<file path="config.mk">
export PLATFORM = sky130hd
export DESIGN_NAME = rtc_sec_shadow
export DESIGN_NICKNAME = d
export VERILOG_FILES = /design/src/rtl/rtc_sec_pkg.sv /design/src/rtl/rtc_timebase.sv /design/src/rtl/rtc_irq_ctrl.sv /design/src/rtl/rtc_sec_shadow.sv
export SDC_FILE = /design/constraint.sdc
export NUM_CORES = 1
export LEC_CHECK = 0
export BUFFER_PORTS_ARGS = -buffer_cell sky130_fd_sc_hd__buf_2
export CORE_ASPECT_RATIO = 1.1
export CORE_MARGIN = 8
export CORE_UTILIZATION = 30
export DETAILED_ROUTE_END_ITERATION = 10
export GPL_ROUTABILITY_DRIVEN = 0
export PLACE_DENSITY = 0.44
export SYNTH_ARGS = -nofsm -noshare
export SYNTH_HDL_FRONTEND = slang
export SYNTH_SLANG_ARGS = --single-unit
</file>
<file path="constraint.sdc">
create_clock -name clk -period 6.32 [get_ports clk]
set_input_delay 1.264 -clock clk [delete_from_list [all_inputs] [get_ports clk]]
set_output_delay 1.264 -clock clk [all_outputs]
set_load 0.01 [all_outputs]
</file>
<file path="src/rtl/rtc_sec_pkg.sv">
package rtc_sec_pkg;
  localparam int ADDR_W = 8;
  localparam int N_IRQ  = 2;
  localparam int IRQ_ALARM = 0;
  localparam int IRQ_CDN   = 1;

  localparam logic [ADDR_W-1:0] OFF_BUSY   = 8'h04;
  localparam logic [ADDR_W-1:0] OFF_SEC    = 8'h08;
  localparam logic [ADDR_W-1:0] OFF_SHADOW = 8'h0C;
  localparam logic [ADDR_W-1:0] OFF_MSEC   = 8'h10;
  localparam logic [ADDR_W-1:0] OFF_ALARM  = 8'h14;
  localparam logic [ADDR_W-1:0] OFF_MASK   = 8'h20;
  localparam logic [ADDR_W-1:0] OFF_STAT   = 8'h24;
endpackage

</file>
<file path="src/rtl/rtc_timebase.sv">
module rtc_timebase #(
  parameter int TICK_HZ     = 32768,
  parameter int MS_PER_S    = 1000,
  parameter int COPY_PERIOD = 8,
  parameter int SEC_W       = 32,
  localparam int MS_W  = $clog2(MS_PER_S),
  localparam int ACC_W = $clog2(TICK_HZ + MS_PER_S) + 1,
  localparam int PH_W  = $clog2(COPY_PERIOD)
) (
  input  logic             clk,
  input  logic             rst_n,
  input  logic             tick_i,
  input  logic             load_i,
  input  logic [SEC_W-1:0] load_val_i,
  output logic             busy_o,
  output logic [SEC_W-1:0] sec_live_o,
  output logic [SEC_W-1:0] sec_vis_o,
  output logic [MS_W-1:0]  ms_vis_o
);
  localparam logic [ACC_W-1:0] ACC_ADD = ACC_W'(MS_PER_S);
  localparam logic [ACC_W-1:0] ACC_LIM = ACC_W'(TICK_HZ);
  localparam logic [MS_W-1:0]  MS_LAST = MS_W'(MS_PER_S - 1);
  localparam logic [PH_W-1:0]  PH_LAST = PH_W'(COPY_PERIOD - 1);

  logic [PH_W-1:0]  phase_q, phase_d;
  logic [ACC_W-1:0] acc_q, acc_d, acc_sum;
  logic [MS_W-1:0]  ms_q, ms_d, ms_vis_q, ms_vis_d;
  logic [SEC_W-1:0] sec_q, sec_d, sec_vis_q, sec_vis_d;

  assign busy_o = (phase_q == PH_LAST);

  always_comb begin
    phase_d   = phase_q;
    acc_d     = acc_q;
    ms_d      = ms_q;
    sec_d     = sec_q;
    ms_vis_d  = ms_vis_q;
    sec_vis_d = sec_vis_q;
    acc_sum   = acc_q + ACC_ADD;
    if (tick_i) begin
      phase_d = (phase_q == PH_LAST) ? '0 : phase_q + 1'b1;
      if (acc_sum >= ACC_LIM) begin
        acc_d = acc_sum - ACC_LIM;
        if (ms_q == MS_LAST) begin
          ms_d  = '0;
          sec_d = sec_q + 1'b1;
        end else begin
          ms_d = ms_q + 1'b1;
        end
      end else begin
        acc_d = acc_sum;
      end
      if (busy_o) begin
        ms_vis_d  = ms_q;
        sec_vis_d = sec_q;
      end
    end
    if (load_i) begin
      sec_d     = load_val_i;
      sec_vis_d = load_val_i;
    end
  end

  always_ff @(posedge clk or negedge rst_n) begin
    if (!rst_n) begin
      phase_q   <= '0;
      acc_q     <= '0;
      ms_q      <= '0;
      sec_q     <= '0;
      ms_vis_q  <= '0;
      sec_vis_q <= '0;
    end else begin
      phase_q   <= phase_d;
      acc_q     <= acc_d;
      ms_q      <= ms_d;
      sec_q     <= sec_d;
      ms_vis_q  <= ms_vis_d;
      sec_vis_q <= sec_vis_d;
    end
  end

  assign sec_live_o = sec_q;
  assign sec_vis_o  = sec_vis_q;
  assign ms_vis_o   = ms_vis_q;

  AST_MS_IN_RANGE: assert property (@(posedge clk) disable iff (!rst_n)
    ms_q <= MS_LAST);
  AST_NO_LOAD_IN_BUSY: assert property (@(posedge clk) disable iff (!rst_n)
    load_i |-> !busy_o);
  AST_VIS_SEC_SOURCE: assert property (@(posedge clk) disable iff (!rst_n)
    !$stable(sec_vis_q) |-> $past(busy_o || load_i));
  AST_VIS_MS_SOURCE: assert property (@(posedge clk) disable iff (!rst_n)
    !$stable(ms_vis_q) |-> $past(busy_o && tick_i));
endmodule

</file>
<file path="src/rtl/rtc_irq_ctrl.sv">
module rtc_irq_ctrl #(
  parameter int N = 2
) (
  input  logic         clk,
  input  logic         rst_n,
  input  logic [N-1:0] set_i,
  input  logic         stat_we_i,
  input  logic         mask_we_i,
  input  logic [N-1:0] wdata_i,
  output logic [N-1:0] status_o,
  output logic [N-1:0] mask_o,
  output logic         irq_o
);
  logic [N-1:0] status_q, status_d, mask_q, mask_d, clr;

  always_comb begin
    clr      = stat_we_i ? wdata_i : '0;
    status_d = (status_q & ~clr) | set_i;
    mask_d   = mask_we_i ? wdata_i : mask_q;
  end

  always_ff @(posedge clk or negedge rst_n) begin
    if (!rst_n) begin
      status_q <= '0;
      mask_q   <= '0;
    end else begin
      status_q <= status_d;
      mask_q   <= mask_d;
    end
  end

  assign status_o = status_q;
  assign mask_o   = mask_q;
  assign irq_o    = |(status_q & mask_q);

  for (genvar i = 0; i < N; i++) begin : g_chk
    AST_STATUS_STICKY: assert property (@(posedge clk) disable iff (!rst_n)
      ($past(status_q[i]) && !$past(clr[i])) |-> status_q[i]);
    AST_STATUS_SOURCE: assert property (@(posedge clk) disable iff (!rst_n)
      $rose(status_q[i]) |-> $past(set_i[i]));
  end
endmodule

</file>
<file path="src/rtl/rtc_sec_shadow.sv">
module rtc_sec_shadow
  import rtc_sec_pkg::*;
#(
  parameter int TICK_HZ     = 32768,
  parameter int MS_PER_S    = 1000,
  parameter int COPY_PERIOD = 8,
  parameter int DATA_W      = 32,
  localparam int MS_W = $clog2(MS_PER_S)
) (
  input  logic              clk,
  input  logic              rst_n,
  input  logic              slow_tick_i,
  input  logic              cdn_event_i,
  input  logic              bus_sel_i,
  input  logic              bus_wr_i,
  input  logic [ADDR_W-1:0] bus_addr_i,
  input  logic [DATA_W-1:0] bus_wdata_i,
  output logic [DATA_W-1:0] bus_rdata_o,
  output logic              irq_o
);
  logic [1:0] rst_sync_q;
  logic       rst_n_s;

  always_ff @(posedge clk or negedge rst_n) begin
    if (!rst_n) rst_sync_q <= '0;
    else        rst_sync_q <= {rst_sync_q[0], 1'b1};
  end
  assign rst_n_s = rst_sync_q[1];

  logic              busy;
  logic [DATA_W-1:0] sec_live, sec_vis, shadow_q, shadow_d, alarm_q, alarm_d;
  logic [MS_W-1:0]   ms_vis;
  logic              wr_ok, load_sec, alarm_we, ms_rd, stat_we, mask_we, alarm_hit;
  logic [N_IRQ-1:0]  status, mask, irq_set;

  always_comb begin
    wr_ok     = bus_sel_i && bus_wr_i && !busy;
    load_sec  = wr_ok && (bus_addr_i == OFF_SEC);
    alarm_we  = wr_ok && (bus_addr_i == OFF_ALARM);
    stat_we   = bus_sel_i && bus_wr_i && (bus_addr_i == OFF_STAT);
    mask_we   = bus_sel_i && bus_wr_i && (bus_addr_i == OFF_MASK);
    ms_rd     = bus_sel_i && !bus_wr_i && (bus_addr_i == OFF_MSEC);
    alarm_hit = slow_tick_i && (alarm_q != '0) && (sec_live == alarm_q);
    irq_set   = '0;
    irq_set[IRQ_ALARM] = alarm_hit;
    irq_set[IRQ_CDN]   = cdn_event_i;
    shadow_d  = ms_rd ? sec_vis : shadow_q;
    alarm_d   = alarm_we ? bus_wdata_i : alarm_q;
  end

  always_ff @(posedge clk or negedge rst_n_s) begin
    if (!rst_n_s) begin
      shadow_q <= '0;
      alarm_q  <= '0;
    end else begin
      shadow_q <= shadow_d;
      alarm_q  <= alarm_d;
    end
  end

  rtc_timebase #(
    .TICK_HZ(TICK_HZ), .MS_PER_S(MS_PER_S),
    .COPY_PERIOD(COPY_PERIOD), .SEC_W(DATA_W)
  ) u_timebase (
    .clk        (clk),
    .rst_n      (rst_n_s),
    .tick_i     (slow_tick_i),
    .load_i     (load_sec),
    .load_val_i (bus_wdata_i),
    .busy_o     (busy),
    .sec_live_o (sec_live),
    .sec_vis_o  (sec_vis),
    .ms_vis_o   (ms_vis)
  );

  rtc_irq_ctrl #(.N(N_IRQ)) u_irq (
    .clk       (clk),
    .rst_n     (rst_n_s),
    .set_i     (irq_set),
    .stat_we_i (stat_we),
    .mask_we_i (mask_we),
    .wdata_i   (bus_wdata_i[N_IRQ-1:0]),
    .status_o  (status),
    .mask_o    (mask),
    .irq_o     (irq_o)
  );

  always_comb begin
    bus_rdata_o = '0;
    case (bus_addr_i)
      OFF_BUSY:   bus_rdata_o = DATA_W'(busy);
      OFF_SEC:    bus_rdata_o = sec_vis;
      OFF_SHADOW: bus_rdata_o = shadow_q;
      OFF_MSEC:   bus_rdata_o = DATA_W'(ms_vis);
      OFF_ALARM:  bus_rdata_o = alarm_q;
      OFF_MASK:   bus_rdata_o = DATA_W'(mask);
      OFF_STAT:   bus_rdata_o = DATA_W'(status);
      default:    bus_rdata_o = '0;
    endcase
  end

  AST_SHADOW_ONLY_ON_MS_READ: assert property (@(posedge clk) disable iff (!rst_n_s)
    !$stable(shadow_q) |-> $past(ms_rd));
  AST_ALARM_ZERO_SILENT: assert property (@(posedge clk) disable iff (!rst_n_s)
    $rose(status[IRQ_ALARM]) |-> $past(alarm_q != '0));
  AST_ALARM_HOLD_IN_BUSY: assert property (@(posedge clk) disable iff (!rst_n_s)
    $past(busy) |-> (alarm_q == $past(alarm_q)));
endmodule

</file>
# Yosys cells after proc, flatten, opt, wreduce, memory -nomap -nowiden
# Index checks and enable logic that the tools add are counted.
[totals]
regBits = 174
latch_bits = 0
mem_bits_rw = 0
mem_bits_ro = 0
input_bits = 46
out_inout_bits = 33
mem_count = 0
[classes]
addsub = 5
n_mul = 0
div = 0
order_cmp = 1
n_eq_ne = 10
shifts = 0
mux = 12
bitwise = 4
n_reduce_logical = 22
[op_table]
columns = ["cell", "n"]
rows = [
  ["32-bit two-way mux", 7],
  ["32-bit one-hot mux with 7 select lines", 1],
  ["32-bit by 1-bit adder with 32-bit output, second input constant", 1],
  ["32-bit equality test", 1],
  ["32-bit nonzero test", 1],
  ["17-bit by 10-bit adder with 17-bit output, second input constant", 1],
  ["17-bit by 16-bit greater-or-equal comparator with 1-bit output, second input constant", 1],
  ["17-bit two-way mux", 1],
  ["17-bit by 16-bit subtractor with 17-bit output, second input constant", 1],
  ["8-bit by 4-bit equality test with 1-bit output, second input constant", 2],
  ["8-bit by 5-bit equality test with 1-bit output, second input constant", 2],
  ["8-bit by 6-bit equality test with 1-bit output, second input constant", 2],
  ["10-bit by 1-bit adder with 10-bit output, second input constant", 1],
  ["10-bit equality test, second input constant", 1],
  ["1-bit logical AND", 10],
  ["10-bit two-way mux", 1],
  ["8-bit by 3-bit equality test with 1-bit output, second input constant", 1],
  ["2-bit nonzero test", 4],
  ["2-bit AND reduction", 3],
  ["2-bit AND", 2],
  ["3-bit by 1-bit adder with 3-bit output, second input constant", 1],
  ["3-bit equality test, second input constant", 1],
  ["3-bit two-way mux", 1],
  ["3-bit AND reduction", 1],
  ["5 further kinds", 6],
]

# Depth between registers and ports, before layout
# Gate-level depths: netlist of run 1.
[depth]
depth_word = 6
ltp_mapped = 12
depth_no_buf = 11

# By module
# From an unflattened synthesis of run 1, not the netlist that was laid out.
[hier_totals]
hier_cells = 843
area_unflattened_um2 = 9008.6
[modules_own_cells]
columns = ["module", "instances", "cells_per_inst", "area_each_um2", "seq_area_each_um2"]
rows = [
  ["rtc_timebase", 1, 509, 5162.5, 2527.4],
  ["rtc_sec_shadow", 1, 323, 3684.8, 1651.6],
  ["rtc_irq_ctrl", 1, 11, 161.4, 100.1],
]

# Worst setup path after synthesis of run 1
# No wires, ideal clock.
[synth_path]
path_type = "input-to-output"
start = "input port bus_addr_i[1]"
end = "output port bus_rdata_o[2]"
arrival_time_ns = 2.910
required_ns = 5.056
slack_ns = 2.146
stages = 7
n_path_buf = 2
path_cell_list = "or4_4 > nor3_1 > and3_1 > clkbuf_1 > clkbuf_1 > a22oi_1 > o21ai_0"
[synth_between]
elab_chain_len = 2
[synth_lines]
columns = ["element", "line_no", "text"]
rows = [
  ["start: declaration", "rtc_sec_shadow.sv:16", "input logic [ADDR_W-1:0] bus_addr_i,"],
  ["8-bit by 6-bit equality test with 1-bit output, or another cell as far along", "rtc_sec_shadow.sv:90", "case (bus_addr_i)"],
  ["32-bit one-hot mux with 7 select lines (*)", "rtc_sec_shadow.sv:90", ""],
  ["end: declaration", "rtc_sec_shadow.sv:18", "output logic [DATA_W-1:0] bus_rdata_o,"],
]
# Mark *: on every way between the ends. The rest lies on a longest branch, timed or not.

# Worst setup path in the final report of run 1
# Ends and elaborated chain as after synthesis.

==> flow_summary_export.csv, run 1 <==
group,metric,value,unit
timing,hold_viol,0,
power_and_ir_drop,ir_drop,0.000137,V
power_and_ir_drop,swShare,31.9,%
synthesis,ys_ff_latch,171,
cts,cts_tree,"done",
cts,clock_latency,0.43,ns
placed_design,place_hpwl,18300,um
timing,setup_viol,0,
cts,htreeDepth,4,
synthesis,synthTopCellsByArea,"dfrtp_1 (47%), mux2_2 (9.2%), nand2_1 (5.8%)",
synthesis,synthCells,876,
floorplanning,initial_core_util,30.6,%
timing,min_period,4.79,ns
worst_setup_path,end_kind,"output pin",
timing,fin_skew,0.0115,ns
timing,tightest_slew,1.13,ns
power_and_ir_drop,powerDensity,290,mW/mm2
cts,root_buffer,"clkbuf_16",
cts,clkSinkCount,171,
floorplanning,coreArea,0.0296,mm2
grt,grt_pass1_vias,7188,
worst_setup_path,crit_arrival,3.52,ns
worst_setup_path,crit_fanout,10,
power_and_ir_drop,p_int,2.04,mW
synthesis,synth_edf_count,0,
synthesis,yosysMostFrequentCell,"dfrtp_1",
worst_setup_path,crit_family,"simple AND/OR/NAND/NOR gates",
layout,drive_gt1_share,24.9,%
synthesis,syn-mean-instance-area,10.4,um2
power_and_ir_drop,p_comb_share,17.6,%
grt,grt_start_max_net_pins,70,
floorplanning,rows,66,
grt,grt_first_pass_wirelength,41900,um
detailed_routing,wl_per_cell,19.7,um
timing,maxSlewHeadroom,24.0,%
worst_setup_path,path_buf_inv,2,
synthesis,ys_async_sr_fraction,100,%
worst_setup_path,path_class,"input pin to output pin",
grt,grt_use_met3,2.59,%
floorplanning,dieArea,0.0361,mm2
timing,slew_violations,0,
detailed_routing,vias,6753,
cts,cts_setup_buffers,0,
timing,rsz0062_at_grt,"false",
cts,cts-hold-fix-buffers,0,
timing,max_freq,209,MHz
placed_design,placed_cells,1284,
grt,use_met1,19.7,%
synthesis,synth_nets,929,
hold_path,hold_path_class,"flop to asynchronous set/reset pin",
power_and_ir_drop,p_leak,4.60,nW
cts,cts_resized,0,
placed_design,portBuffers,78,
synthesis,synth_area_leader_cell,"dfrtp_1",
grt,grtUsageMet2,24.5,%
power_and_ir_drop,switching_power,0.957,mW
worst_setup_path,slowest_stage,"nor2_1",
cts,cts_buffer_depth,2,
synthesis,synth_ff_type,"dfrtp_1",
worst_setup_path,timing.critical_path.mode_cell,"buf_2",
synthesis,synth.cell_area,0.00907,mm2
flow_run,max_cap_viol_count,0,
synthesis,ys_seq_area_share,47.2,%
synthesis,yosys_warnings,0,
grt,grt_use_total,14.7,%
grt,top_usage_layer,"met2",
floorplanning,io_pins,79,
floorplanning,die_x,182,um
synthesis,synth_cell_types,57,
worst_setup_path,crit_cells,8,
floorplanning,die_y,198,um
layout,syn2layout_area_growth,14.0,%
synthesis,synthTopCellsByCount,"dfrtp_1 (171), nand2_1 (140), mux2_2 (74), xnor2_1 (57), o21ai_0 (47)",
worst_setup_path,crit_chain,"buf_2, or4_4, nor3_1, nand2_1, nor2_1, a22oi_1, o21ai_0, buf_2",
detailed_routing,drt_wl_total,25900,um
synthesis,synth_top_area_share,47.2,%
worst_setup_path,cp.required,5.06,ns
cts,cts_buffers,17,
detailed_routing,dr.pass1.iters,5,
power_and_ir_drop,pwr-share-seq,47.7,%
detailed_routing,first_iter_violations,472,
worst_setup_path,ff2ff_path_depth,12,
timing,setup_tns,0,ns
grt,grt.overflow.total,0,
detailed_routing,drc_errors,0,
worst_setup_path,worst_setup_path_start_kind,"input pin",
power_and_ir_drop,power_frac_clock,34.6,%
worst_setup_path,critPathMaxStageDelay,0.72,ns
cts,clk_pin_slew,0.07,ns
detailed_routing,viasPerCell,5.13,
grt,antenna_found_initial,0,
layout,antenna_cells,0,
timing,period_share,75.8,%
status,outcome,"finished, final reports clean",
layout,fin_cells,1316,
detailed_routing,ant_nets,0,
layout,num-fill-cells,3045,
layout,final_nets,982,
==> registers in the layout, summed over array words and instances, names as in the netlist <==
| register | count |
|---|---|
| alarm_q | 32 |
| rst_sync_q | 2 |
| shadow_q | 32 |
| u_irq.mask_o | 2 |
| u_irq.status_o | 2 |
| u_timebase.acc_q | 14 |
| u_timebase.ms_q | 10 |
| u_timebase.ms_vis_o | 10 |
| u_timebase.phase_q | 3 |
| u_timebase.sec_live_o | 32 |
| u_timebase.sec_vis_o | 32 |
==> final timing paths <==
check,startpoint,to,slack (ns)
hold reg to reg,rst_sync_q[1]$_DFF_PN0_,u_timebase.acc_q[9]$_DFFE_PN0P_,0.36
setup / recovery,bus_addr_i[1],bus_rdata_o[2],1.53
min in group clk,rst_sync_q[0]$_DFF_PN0_,rst_sync_q[1]$_DFF_PN0_,0.36
setup reg to reg,u_timebase.acc_q[10]$_DFFE_PN0P_,u_timebase.ms_q[7]$_DFFE_PN0P_,2.84
hold / removal,rst_sync_q[1]$_DFF_PN0_,u_timebase.acc_q[9]$_DFFE_PN0P_,0.36
max in group asynchronous,rst_sync_q[1]$_DFF_PN0_,u_timebase.sec_live_o[5]$_DFFE_PN0P_,4.57
==> cell usage in the layout, fill, tap and decap left out, types with 3 or more instances in the layout <==
| cell type | instances |
|---|---|
| nor2b_1 | 4 |
| nor2_1 | 15 |
| nor2_4 | 10 |
| inv_1 | 12 |
| a2111oi_1 | 3 |
| xnor2_1 | 57 |
| a22o_1 | 3 |
| ha_1 | 7 |
| a21oi_1 | 31 |
| dfrtp_1 | 170 |
| clkinv_4 | 4 |
| a211oi_1 | 8 |
| o21ai_0 | 47 |
| mux2_2 | 74 |
| nand2_1 | 140 |
| or3_1 | 3 |
| inv_6 | 3 |
| nand2b_1 | 3 |
| and2_1 | 3 |
| a22oi_1 | 10 |
| buf_4 | 12 |
| nor4_1 | 13 |
| buf_2 | 78 |
| o21ai_1 | 3 |
| nand4_1 | 16 |
| a2111oi_0 | 16 |
| nor2_2 | 16 |
| nor3_1 | 4 |
| mux2i_1 | 39 |
| nand3_1 | 14 |
| xor2_1 | 23 |
| clkbuf_16 | 17 |
| and3_1 | 13 |
| a31oi_1 | 30 |
| and4_1 | 3 |
==> cell families after synthesis <==
logic type               count (synthesis)  share of synthesized area [%]
AO/OA/AOI/OAI                          163                           11.4
XOR/XNOR                                80                           7.72
adder cells (fa/ha/maj)                  7                          0.965
buffers and inverters                   69                           3.72
flip-flops                             171                           47.2
multiplexers                           113                           13.5
other                                    1                         0.0413
AND/OR/NAND/NOR                        272                           15.5
==> area by class of cell <==
cell class	instances	area, um2	share of cell area [%]
clock buffer	18	429	4.15
multi-input combinational	636	4470	43.3
inverter	12	45.0	0.436
timing repair buffer	91	500	4.84
clock inverter	14	139	1.34
tap	374	468	4.53
sequential	171	4280	41.4
==> power by group through the flow <==
stage | Combinational, mW | Clock (mW) | Sequential, mW
after floorplan | 0.403 | 0 | 1.40
after global placement | 0.532 | 0 | 1.45
after detailed placement | 0.541 | 0 | 1.45
after CTS | 0.543 | 1.07 | 1.43
after global routing | 0.605 | 1.12 | 1.46
final | 0.528 | 1.04 | 1.43
==> per-stage QoR <==
step / setup WS, ns / power [mW] / hold WS (ns) / utilization (%) / area, um2
2_1_floorplan: 1.20 / 1.80 / 0.331 / - / 9070
3_3_place_gp: 1.53 / 1.99 / 0.337 / 33.0 / 9770
6_report: 1.53 / 3.00 / 0.355 / 34.9 / 10300
3_5_place_dp: 1.47 / 1.99 / 0.341 / 33.0 / 9770
4_1_cts: 1.46 / 3.05 / 0.358 / 34.9 / 10300
5_1_grt: 1.29 / 3.18 / 0.359 / 34.9 / 10300
==> layer usage <==
metal,vias to the layer above,wire length (um)
met5,-,0
met4,0,269
met3,16,978
met2,103,12500
met1,3400,12200
li1,3234,-
Power figures use the tool's default switching activity.
==> inputs of run 2 (changes only) <==
PLACE_DENSITY = 0.45   (was 0.44)
clock period = 3.9 ns   (was 6.32 ns; I/O delays follow)
==> run 2 against run 1 <==
Final cell count is 0.91% higher. Final area is 1.3% higher. Via count is 0.95% higher. Sequential share of layout area is 0.51 points lower. Clock skew is 0.0062 ns higher. Sequential cell count stayed put. Register-to-register slack worse by 2.1 ns. Global-route usage hardly changed. Sequential power is 62% higher. First-iteration DRC count is 9.1% lower. Highest routed layer is now met5. Non-clock buffer count is 12 higher.
==> flow_summary_export.csv, run 2 (synthesized netlist as in run 1, its figures left out) <==
group,metric,value,unit
power_and_ir_drop,pwr-share-seq,47.4,%
detailed_routing,viasPerCell,5.13,
floorplanning,initial_core_util,30.6,%
detailed_routing,ant_nets,0,
worst_setup_path,path_class,"input pin to output pin",
power_and_ir_drop,p_int,3.34,mW
detailed_routing,vias,6817,
timing,min_period,3.49,ns
timing,tightest_slew,1.07,ns
layout,mostFrequentLayoutCell,"dfrtp_1",
timing,rsz0062_at_grt,"false",
worst_setup_path,worst_setup_path_start_kind,"input pin",
cts,htreeDepth,4,
floorplanning,die_y,198,um
status,outcome,"finished, final reports clean",
worst_setup_path,end_kind,"output pin",
floorplanning,die_x,182,um
worst_setup_path,crit_fanout,30,
detailed_routing,first_iter_violations,429,
power_and_ir_drop,switching_power,1.54,mW
power_and_ir_drop,power_frac_clock,34.7,%
cts,cts_buffers,17,
hold_path,hold_path_class,"input pin to asynchronous set/reset pin",
layout,antenna_cells,0,
cts,clkSinkCount,171,
grt,grt.overflow.total,0,
detailed_routing,dr.pass1.iters,5,
detailed_routing,drc_errors,0,
floorplanning,dieArea,0.0361,mm2
power_and_ir_drop,p_leak,4.67,nW
grt,grt_use_total,14.7,%
layout,fin_area,0.0105,mm2
detailed_routing,drt_wl_total,25600,um
layout,drive_gt1_share,25.9,%
power_and_ir_drop,p_comb_share,17.9,%
floorplanning,rows,66,
placed_design,place_hpwl,18100,um
cts,cts-hold-fix-buffers,0,
cts,clk_pin_slew,0.08,ns
placed_design,portBuffers,78,
floorplanning,coreArea,0.0296,mm2
worst_setup_path,ff2ff_path_depth,12,
grt,grt_start_max_net_pins,82,
detailed_routing,wl_per_cell,19.3,um
power_and_ir_drop,powerDensity,466,mW/mm2
timing,hold_viol,0,
layout,final_nets,994,
cts,cts_buffer_depth,2,
placed_design,placed_cells,1296,
timing,max_freq,286,MHz
layout,fin_cells,1328,
flow_run,max_cap_viol_count,0,
layout,syn2layout_area_growth,15.4,%
layout,final_cell_mix,"dfrtp_1 (170), nand2_1 (140), buf_2 (78), mux2_2 (74), xnor2_1 (57)",
timing,setup_tns,0,ns
worst_setup_path,crit_arrival,2.71,ns
timing,setup_viol,0,
placed_design,place_area,0.00990,mm2
power_and_ir_drop,swShare,31.5,%
timing,fin_skew,0.0176,ns
cts,clock_latency,0.44,ns
worst_setup_path,cp.required,3.12,ns
timing,maxSlewHeadroom,28.9,%
worst_setup_path,crit_start,"bus_addr_i[1]",
floorplanning,io_pins,79,
grt,grt_first_pass_wirelength,41400,um
cts,cts_tree,"done",
cts,cts_setup_buffers,0,
power_and_ir_drop,ir_drop,0.000191,V
grt,grt_pass1_vias,6972,
timing,period_share,89.5,%
cts,cts_resized,0,
grt,antenna_found_initial,1,
worst_setup_path,r2r-start,"u_timebase.acc_q[10]$_DFFE_PN0P_",
timing,slew_violations,0,
cts,root_buffer,"clkbuf_16",
## run 2: critical path: stages
cell and delay, ns:
buf_2 0.09, or4_4 0.55, or4b_4 0.72, buf_4 0.24
o21ai_0 0.14, buf_2 0.15
## run 2: worst paths after layout
kind / to / slack, ns
max: bus_rdata_o[16] / 0.41
min: rst_sync_q[0]$_DFF_PN0_ / 0.10
max reg2reg: u_timebase.sec_live_o[11]$_DFFE_PN0P_ / 0.76
min reg2reg: rst_sync_q[1]$_DFF_PN0_ / 0.37
max in group asynchronous: u_timebase.sec_vis_o[11]$_DFFE_PN0P_ / 2.44
min in group clk: rst_sync_q[1]$_DFF_PN0_ / 0.37
## run 2: layer usage
layer | global-route usage, % | up-vias | share of wire (%)
met5 | 0 | - | 0.039
met4 | 5.14 | 2 | 1.7
met3 | 2.65 | 30 | 3.0
met2 | 24.1 | 122 | 49
met1 | 19.4 | 3397 | 47
li1 | - | 3266 | -
## run 2: power groups by stage
stage / clock, mW / combinational, mW / sequential, mW
2_1_floorplan: 0 / 0.653 / 2.26
3_3_place_gp: 0 / 0.870 / 2.35
3_5_place_dp: 0 / 0.881 / 2.35
4_1_cts: 1.75 / 0.887 / 2.32
5_1_grt: 1.81 / 0.995 / 2.36
6_report: 1.69 / 0.873 / 2.32
## run 2: cell type report
class | count | area [um2]
clock inverters | 12 | 114
well taps | 374 | 468
flip-flops and latches | 171 | 4280
fillers | 3028 | 19200
repair buffers | 103 | 628
inverters | 12 | 45.0
multi-input cells | 636 | 4470
clock buffers | 20 | 457
## run 2: per-stage QoR
stage	util [%]	hold slack (ns)	power (mW)	worst slack (ns)
final	35.3	0.101	4.88	0.408
after global routing	35.3	0.0760	5.17	0.324
after CTS	35.3	0.0748	4.96	0.374
after detailed placement	33.4	0.343	3.23	0.375
after global placement	33.4	0.338	3.22	0.408
after floorplan	-	0.331	2.92	0.694
==> inputs of run 3 (changes only) <==
CORE_UTILIZATION = 45   (was 30)
PLACE_DENSITY = 0.63   (was 0.45)
==> run 3 against run 2 <==
Sequential power barely moved. Power increased by 2.3%. Sequential share of layout area is 0.59 points higher. Sequential cell count did not move. First-iteration DRC count is 4.7% higher. Clock skew shrank 0.0085 ns. Final cell count fell by 9.3%. Worst setup slack better by 0.071 ns. Largest cell class unchanged. Highest routed layer is now met4.
==> flow_summary_export.csv, run 3 (synthesized netlist as in run 1, its figures left out) <==
group,metric,value,unit
status,outcome,"finished, final reports clean",
cts,clkSinkCount,171,
timing,setup_viol,0,
cts,cts_resized,0,
timing,maxSlewHeadroom,48.7,%
placed_design,place_area,0.00970,mm2
floorplanning,die_y,165,um
floorplanning,io_pins,79,
power_and_ir_drop,p_leak,4.68,nW
timing,rsz0062_at_grt,"false",
cts,cts_buffers,17,
power_and_ir_drop,p_total,5.00,mW
detailed_routing,vias,6868,
cts,cts_setup_buffers,0,
detailed_routing,wl_per_cell,19.2,um
floorplanning,rows,54,
floorplanning,coreArea,0.0198,mm2
worst_setup_path,crit_fanout,32,
worst_setup_path,ff2ff_path_depth,12,
placed_design,place_hpwl,16400,um
grt,antenna_found_initial,0,
detailed_routing,viasPerCell,5.70,
layout,mostFrequentLayoutCell,"dfrtp_1",
timing,hold_viol,0,
hold_path,hold_path_class,"input pin to asynchronous set/reset pin",
worst_setup_path,cp.required,3.12,ns
layout,final_cell_mix,"dfrtp_1 (170), nand2_1 (140), buf_2 (78), mux2_2 (74), xnor2_1 (57)",
layout,final_nets,993,
worst_setup_path,path_class,"input pin to output pin",
timing,max_freq,292,MHz
layout,fin_cells,1205,
detailed_routing,drc_errors,0,
placed_design,placed_cells,1173,
grt,grt.overflow.total,0,
worst_setup_path,r2r-start,"u_timebase.acc_q[10]$_DFFE_PN0P_",
grt,grt_use_total,19.5,%
grt,grt_first_pass_wirelength,37900,um
detailed_routing,dr.pass1.iters,5,
timing,min_period,3.42,ns
layout,antenna_cells,0,
worst_setup_path,crit_start,"bus_addr_i[1]",
floorplanning,dieArea,0.0250,mm2
grt,grt_pass1_vias,6994,
flow_run,max_cap_viol_count,0,
layout,drive_gt1_share,25.5,%
cts,cts_tree,"done",
cts,root_buffer,"clkbuf_16",
timing,tightest_slew,0.770,ns
detailed_routing,ant_nets,0,
layout,num-fill-cells,1830,
cts,clock_latency,0.44,ns
detailed_routing,drt_wl_total,23100,um
cts,cts_buffer_depth,2,
power_and_ir_drop,ir_drop,0.000342,V
timing,fin_skew,0.00914,ns
timing,slew_violations,0,
placed_design,portBuffers,78,
detailed_routing,first_iter_violations,449,
worst_setup_path,crit_arrival,2.64,ns
timing,period_share,87.7,%
layout,syn2layout_area_growth,13.8,%
cts,cts-hold-fix-buffers,0,
power_and_ir_drop,powerDensity,484,mW/mm2
timing,setup_tns,0,ns
cts,clk_pin_slew,0.07,ns
worst_setup_path,end_kind,"output pin",
floorplanning,die_x,151,um
worst_setup_path,worst_setup_path_start_kind,"input pin",
cts,htreeDepth,4,
grt,grt_start_max_net_pins,70,
floorplanning,initial_core_util,45.8,%
layout,fin_area,0.0103,mm2
## run 3: cell types whose count changed in the layout (fill, tap and decap cells not counted)
cell        before  now
buf_12           4    1
clkinvlp_4       4    2
inv_6            3    0
bufinv_16        1    4
clkinv_2         2    1
clkinv_4         2    3
buf_4           21   23
clkbuf_1         1    4
clkbuf_8         2    1
## run 3: area by class of cell
type | instances | area [um2] | area share (%)
Tap cell | 252 | 315 | 3.05
Clock inverter | 10 | 166 | 1.61
Clock buffer | 22 | 454 | 4.40
Sequential cell | 171 | 4280 | 41.5
Inverter | 12 | 45.0 | 0.436
Timing Repair Buffer | 102 | 583 | 5.65
Multi-Input combinational cell | 636 | 4470 | 43.4
## run 3: per-layer routing
metal	track usage, %	up-vias	routed length, um
met1	25.6	3415	10400
li1	-	3254	-
met3	4.03	30	1190
met5	0	-	0
met4	6.35	0	407
met2	31.6	169	11100
## run 3: power breakdown
part	switching, mW	total [mW]	internal, mW
clock	0.726	1.82	1.09
sequential	0.274	2.30	2.03
combinational	0.484	0.874	0.391
## run 3: worst paths after layout
path	to	slack, ns
max	bus_rdata_o[25]	0.48
max reg2reg	u_timebase.sec_live_o[7]$_DFFE_PN0P_	0.65
min reg2reg	rst_sync_q[1]$_DFF_PN0_	0.34
min	rst_sync_q[1]$_DFF_PN0_	0.11
min in group clk	rst_sync_q[1]$_DFF_PN0_	0.34
max in group asynchronous	u_timebase.sec_live_o[0]$_DFFE_PN0P_	2.46
## run 3: through the flow
step	util [%]	hold WS, ns	setup WS, ns
floorplan	-	0.331	0.694
global placement	49.0	0.332	0.438
detailed placement	49.0	0.345	0.416
CTS	52.1	0.106	0.471
global route	52.1	0.104	0.300
finish	52.1	0.110	0.479
## run 3: worst max-delay path, cell delays in order
cell,delay [ns]
buf_2,0.09
or4_4,0.55
or4b_4,0.70
o21ai_0,0.32
buf_2,0.19
